[src/rtl/mcd_pkg.sv]
package mcd_pkg;

  typedef enum logic [1:0] {
    SEL_FLIP_ALL  = 2'b00,
    SEL_PAIR_SWAP = 2'b01,
    SEL_FLIP_EVEN = 2'b10,
    SEL_FLIP_ODD  = 2'b11
  } mcd_sel_e;

endpackage

[src/rtl/mcd_pair_lane.sv]
module mcd_pair_lane
  import mcd_pkg::*;
(
  input  logic [1:0] pair_in,
  input  mcd_sel_e   sel,
  output logic [1:0] pair_out
);

  // bit 0 of the pair is the even position, bit 1 the odd one
  always_comb begin
    unique case (sel)
      SEL_FLIP_ALL:  pair_out = ~pair_in;
      SEL_PAIR_SWAP: pair_out = {pair_in[0], pair_in[1]};
      SEL_FLIP_EVEN: pair_out = {pair_in[1], ~pair_in[0]};
      SEL_FLIP_ODD:  pair_out = {~pair_in[1], pair_in[0]};
      default:       pair_out = pair_in;
    endcase
  end

endmodule

[src/rtl/mcd_xform.sv]
module mcd_xform
  import mcd_pkg::*;
#(
  parameter int WIDTH = 8
) (
  input  logic [WIDTH-1:0] word_in,
  input  mcd_sel_e         sel,
  output logic [WIDTH-1:0] word_out
);

  localparam int PAIRS = WIDTH / 2;

  if ((WIDTH % 2) != 0 || WIDTH < 2) begin : g_bad_width
    initial $error("mcd_xform: WIDTH must be even and at least 2");
  end

  for (genvar p = 0; p < PAIRS; p++) begin : g_lane
    mcd_pair_lane u_lane (
      .pair_in  (word_in[2*p +: 2]),
      .sel      (sel),
      .pair_out (word_out[2*p +: 2])
    );
  end

endmodule

[src/rtl/mcd_out_stage.sv]
module mcd_out_stage #(
  parameter int WIDTH = 8
) (
  input  logic             clk,
  input  logic             rst_n,
  input  logic             in_valid,
  output logic             in_ready,
  input  logic [WIDTH-1:0] in_word,
  output logic             out_valid,
  input  logic             out_ready,
  output logic [WIDTH-1:0] out_word
);

  logic             held_valid;
  logic [WIDTH-1:0] held_word;
  logic             take;

  assign in_ready = !held_valid || out_ready;
  assign take     = in_valid && in_ready;

  always_ff @(posedge clk or negedge rst_n) begin
    if (!rst_n) begin
      held_valid <= 1'b0;
      held_word  <= '0;
    end else begin
      if (take) begin
        held_valid <= 1'b1;
        held_word  <= in_word;
      end else if (out_ready) begin
        held_valid <= 1'b0;
      end
    end
  end

  assign out_valid = held_valid;
  assign out_word  = held_word;

endmodule

[src/rtl/mcd_decoder.sv]
module mcd_decoder
  import mcd_pkg::*;
#(
  parameter int WIDTH = 8
) (
  input  logic             clk,
  input  logic             rst_n,
  input  logic             enc_valid,
  output logic             enc_ready,
  input  logic [WIDTH-1:0] enc_word,
  input  logic [1:0]       enc_sel,
  output logic             dec_valid,
  input  logic             dec_ready,
  output logic [WIDTH-1:0] dec_word
);

  mcd_sel_e         sel_q;
  logic [WIDTH-1:0] plain_word;

  assign sel_q = mcd_sel_e'(enc_sel);

  mcd_xform #(.WIDTH(WIDTH)) u_xform (
    .word_in  (enc_word),
    .sel      (sel_q),
    .word_out (plain_word)
  );

  mcd_out_stage #(.WIDTH(WIDTH)) u_stage (
    .clk       (clk),
    .rst_n     (rst_n),
    .in_valid  (enc_valid),
    .in_ready  (enc_ready),
    .in_word   (plain_word),
    .out_valid (dec_valid),
    .out_ready (dec_ready),
    .out_word  (dec_word)
  );

endmodule

[config.mk]
export PLATFORM = sky130hd
export DESIGN_NAME = mcd_decoder
export DESIGN_NICKNAME = d
export VERILOG_FILES = /design/src/rtl/mcd_pkg.sv /design/src/rtl/mcd_pair_lane.sv /design/src/rtl/mcd_xform.sv /design/src/rtl/mcd_out_stage.sv /design/src/rtl/mcd_decoder.sv
export SDC_FILE = /design/constraint.sdc
export NUM_CORES = 1
export LEC_CHECK = 0
export ABC_CLOCK_PERIOD_IN_PS = 1500
export BUFFER_PORTS_ARGS = -buffer_cell sky130_fd_sc_hd__buf_2
export CAP_MARGIN = 20
export CORE_AREA = 2 2 39 41
export CTS_CLUSTER_SIZE = 25
export DETAILED_ROUTE_END_ITERATION = 6
export DIE_AREA = 0 0 41 43
export PLACE_DENSITY_LB_ADDON = 0.1
export RECOVER_POWER = 25
export SLEW_MARGIN = 25
export SYNTH_ARGS = -nofsm -noshare
export SYNTH_HDL_FRONTEND = slang
export SYNTH_HIERARCHICAL = 1
export SYNTH_SLANG_ARGS = --single-unit
[constraint.sdc]
create_clock -name clk -period 1.5 [get_ports clk]
set_input_delay 0.075 -clock clk [delete_from_list [all_inputs] [get_ports clk]]
set_output_delay 0.075 -clock clk [all_outputs]
set_load 0.05 [all_outputs]
# After elaboration in Yosys (flattened, before gate mapping)
# Cells that the tools add are included.
# W data, S select, Z words.
dict set report word_totals {
  elab_cells 28
  ff_bits 9
  output_inout_bits 10
  inputBits 14
}
dict set report classes {
  n_reduce_logical 5
  mux 6
  eq_ne 3
  bitwise 12
}
# cell count
set ops {}
lappend ops {{$pmux W2 S4} 4}
lappend ops {{$not A1 Y1} 8}
lappend ops {{$not A2 Y2} 4}
lappend ops {{$eq A2 B2 Y1 const B} 2}
lappend ops {{$eq A2 B1 Y1 const B} 1}
lappend ops {{$logic_not A2 Y1} 1}
lappend ops {{$mux W1} 2}
lappend ops {{$reduce_bool A2 Y1} 1}
lappend ops {{$logic_and A1 B1 Y1} 1}
lappend ops {{$logic_not A1 Y1} 1}
lappend ops {{$logic_or A1 B1 Y1} 1}

# Depth between registers and ports, before layout
dict set report logic_depth {
  word_depth 4
  ltp_mapped 4
  ltp_nobuf 4
}

# Hierarchy
# The synthesis kept the hierarchy.
# mod seq_area_each_um2 area_each_um2 n_inst cells_each
set modules_own_cells {}
lappend modules_own_cells {mcd_out_stage 225.2 385.4 1 20}
lappend modules_own_cells {mcd_pair_lane 0.0 50.0 4 9}

# Worst setup path before layout
# Ideal clock, no wire load.
dict set report synth_timing {
  path_type {register to register}
  startpoint {register u_stage.held_valid, in the netlist u_stage/out_valid}
  endpoint {register u_stage.held_word[0], in the netlist u_stage/out_word[0]}
  period_less_slack_ns 1.481
  t_arrival_ns 1.356
  required_time_ns 1.375
  path_buffers 0
  setup_ns 0.125
  setup_slack_ns 0.019
  path_stages_with_launch 4
  cell_sequence {dfrtp_1 nand2b_4 nand2_8 mux2_4}
}
dict set report synth_via {
  elab_chain_cells 3
}
# item line
set synth_lines {}
lappend synth_lines {{start: declaration} mcd_out_stage.sv:14} ;# logic held_valid;
lappend synth_lines {{start signal: assignment} mcd_out_stage.sv:23} ;# held_valid <= 1'b0;
lappend synth_lines {{start signal: assignment} mcd_out_stage.sv:27} ;# held_valid <= 1'b1;
lappend synth_lines {{start signal: assignment} mcd_out_stage.sv:30} ;# held_valid <= 1'b0;
lappend synth_lines {{$logic_not A1 Y1} mcd_out_stage.sv:18} ;# assign in_ready = !held_valid || out_ready;
lappend synth_lines {{$logic_or A1 B1 Y1} mcd_out_stage.sv:18}
lappend synth_lines {{named net enc_ready} mcd_decoder.sv:9} ;# output logic enc_ready,
lappend synth_lines {{$logic_and A1 B1 Y1} mcd_out_stage.sv:19} ;# assign take = in_valid && in_ready;
lappend synth_lines {{end signal: assignment} mcd_out_stage.sv:28} ;# held_word <= in_word;
lappend synth_lines {{end: declaration} mcd_out_stage.sv:15} ;# logic [WIDTH-1:0] held_word;
# The timed path passes the listed nets, and every way through them passes these cells.
# A chain may end at the register's enable or synchronous reset.

# Worst setup path after layout
dict set report layout_timing {
  startpoint {register u_stage.held_valid, in the netlist u_stage/out_valid}
  endpoint {output enc_ready}
}
dict set report layout_via {
  elab_chain_cells 2
}
# item line
set layout_lines {}
lappend layout_lines {{$logic_not A1 Y1} mcd_out_stage.sv:18}
lappend layout_lines {{$logic_or A1 B1 Y1} mcd_out_stage.sv:18}
lappend layout_lines {{end: declaration} mcd_decoder.sv:9}
# Every way passes these cells.

==> impl_results.md <==
* Status: finished clean
* Setup TNS at 0 ns
* Vias in the first global route at 375
* Final wirelength at 1050 um
* Synth Net Count at 70
* Multi-input logic area at 345 sq um
* Core area at 1380 sq um
* Normalized max-slew margin at 69.5%
* Remaining Overflow, GRT at 0
* Synth Cell Area at 586 sq um
* Slowest cell delay on critical path at 0.40 ns
* Switching share of power at 39.9%
* Critical path's top delay family: flip-flops
* Layout cell share with drive strength beyond 1 at 41.7%
* Synthesis-to-finish area growth at 29.1%
* Ports at 24
* Die Wd at 41 um
* PD cells at 1140 nW/um^2
* CP Max Fanout at 3
* Max IR drop VDD at 0.000370 V
* Reported net switching power at 0.344 mW
* Final antenna diode count at 0
* Initial Utilization at 42.3%
* WL/cell at 10.5 um
* Setup Skew at 0.00148 ns
* Crit path kind: reg -> out
* Iteration-0 DRC Markers at 8
* Max Slew Vio Count at 0
* Netlist cell types at 11
* CP bufs+invs at 1
* Critical path launch point type: flop
* Largest net degree at the start of global routing at 21
* Fin nets at 99
* Yosys Warn Count at 6
* Worst EP arrival at 1.02 ns
* Antenna-violating nets left at 0
* Fin util at 54.6%
* DR vias/cell at 4.73
* CTS Buf Count at 3
* Setup Viol. Count Final at 0
* Max Fclk at 909 MHz
* Post-CTS sizing at 0
* Total track usage at 13.2%
* Final Hold Vio Count at 0
* Clk buf depth at 2
* HPWL Detailed at 866 um
* Clock insertion delay at the later pin of the skew report at 0.24 ns
* Final worst path period share at 73.3%
* Internal power at 0.519 mW
* Most frequent cells in the layout: buf_2, o21ai_1, dfrtp_1
* Die area at 1760 sq um
* DRC violations left at 0
* Logic pwr share at 43.9%
* Vias at 473
* RSZ-0062 raised after global routing: no
* Sequential Power Share at 36.2%
* Seq. cell area at 225 sq um
* Detailed Routing Iterations Pass 1 at 2
* Worst-Margin Slew at 0.457 ns
* Register area share after synthesis at 38.5%
* # rows at 14
* First-pass GRT wire length at 1600 um
* H-tree depth at 1
* Initial antenna violation count at 0
* FILL cells at 136
* Routability congestion estimate at 0.733
* FF+latch count, synth at 9
* Worst setup EP type: output port
* Syn_area_per_cell at 10.5 sq um
* Clk slew on worst S/H paths at 0.05 ns
* Chip height at 43 um
* Slowest stage cell, crit path: dfrtp_1
* Clock root buffer: clkbuf_4
* Required time of the worst setup path at 1.42 ns
* Clock share of power at 19.9%
* Number of port buffers at 23
* Hold crit path type: in -> reg
* Tmin final at 1.10 ns
* Post-Syn Instances at 56
* Clock tree sinks at 9
* CTS tree: built
* Commonest non-fill, non-tap cell in the layout: buf_2
* Crit-path cells: nand2b_4, buf_2
* # Max-Cap Violations at 0
* Pleak at 0.379 nW
[cell families after synthesis]
| group | count (synthesis) | synth area share, % |
|---|---|---|
| flip-flops | 9 | 38.5 |
| multiplexers | 8 | 20.5 |
| XOR/XNOR | 4 | 5.98 |
| AND/OR/NAND/NOR | 11 | 12.0 |
| AO/OA/AOI/OAI | 20 | 20.5 |
| buffers and inverters | 4 | 2.56 |
[synthesized netlist by cell type, drive strengths merged]
library cell / count / share of area [%]
o21ai: 12 / 10
dfrtp: 9 / 38
xor2: 4 / 6.0
nand2: 9 / 8.5
nand2b: 2 / 3.4
o21a: 4 / 5.1
o211ai: 4 / 5.1
inv: 4 / 2.6
mux2: 8 / 21
[what timing repair did]
item / 4_1_cts / 5_1_grt
setup buffers: 0 / 0
hold endpoints to repair: 9 / 0
hold buffers: 1 / 0
[worst paths after layout]
check | from | to | slack, ns | depth (start not counted)
worst max-delay path | u_stage/out_valid$_DFFE_PN0P_ | enc_ready | 0.40 | 2
worst min-delay path | enc_valid | u_stage/out_valid$_DFFE_PN0P_ | 0.11 | 2
worst max register to register | u_stage/out_valid$_DFFE_PN0P_ | u_stage/out_word[4]$_DFFE_PN0P_ | 0.48 | 3
worst min register to register | u_stage/out_word[0]$_DFFE_PN0P_ | u_stage/out_word[0]$_DFFE_PN0P_ | 0.51 | 1
max in group asynchronous | rst_n | u_stage/out_word[2]$_DFFE_PN0P_ | 0.90 | 2
min in group asynchronous | rst_n | u_stage/out_word[5]$_DFFE_PN0P_ | 0.29 | 2
[state kept, by name (all words and copies together), names as in the netlist]
name and cells:
u_stage/out_word 8, u_stage/out_valid 1
[stage by stage]
step	total power [mW]	instances	setup slack, ns	hold WS (ns)	area [sq um]
final	0.863	100	0.400	0.107	756
after global routing	0.907	100	0.352	0.127	756
after CTS	0.873	100	0.385	0.106	757
after detailed placement	0.698	95	0.444	-0.0659	721
after global placement	0.690	95	0.450	-0.0649	721
after floorplan	0.592	56	0.0194	-0.221	586
[power groups by stage]
stage / sequential (mW) / combinational [mW] / clock (mW)
detailed placement: 0.316 / 0.382 / 0
finish: 0.312 / 0.379 / 0.172
global route: 0.318 / 0.400 / 0.189
floorplan: 0.467 / 0.125 / 0
global placement: 0.313 / 0.376 / 0
CTS: 0.313 / 0.383 / 0.177
[area by class of cell]
type / instances / share of cell area (%)
well taps: 16 / 2.65
repair buffers: 24 / 16.4
clock buffers: 4 / 3.48
inverters: 4 / 1.99
multi-input cells: 43 / 45.7
flip-flops and latches: 9 / 29.8
[metal layers]
metal / global-route usage (%) / wire length, um / part of all wire [%]
met3: 1.57 / 68 / 6.5
met2: 17.5 / 455 / 43
met4: 10.0 / 19 / 1.8
met5: 0 / 0 / 0
met1: 18.6 / 503 / 48
Note: power is estimated with default switching activity, not from simulation.
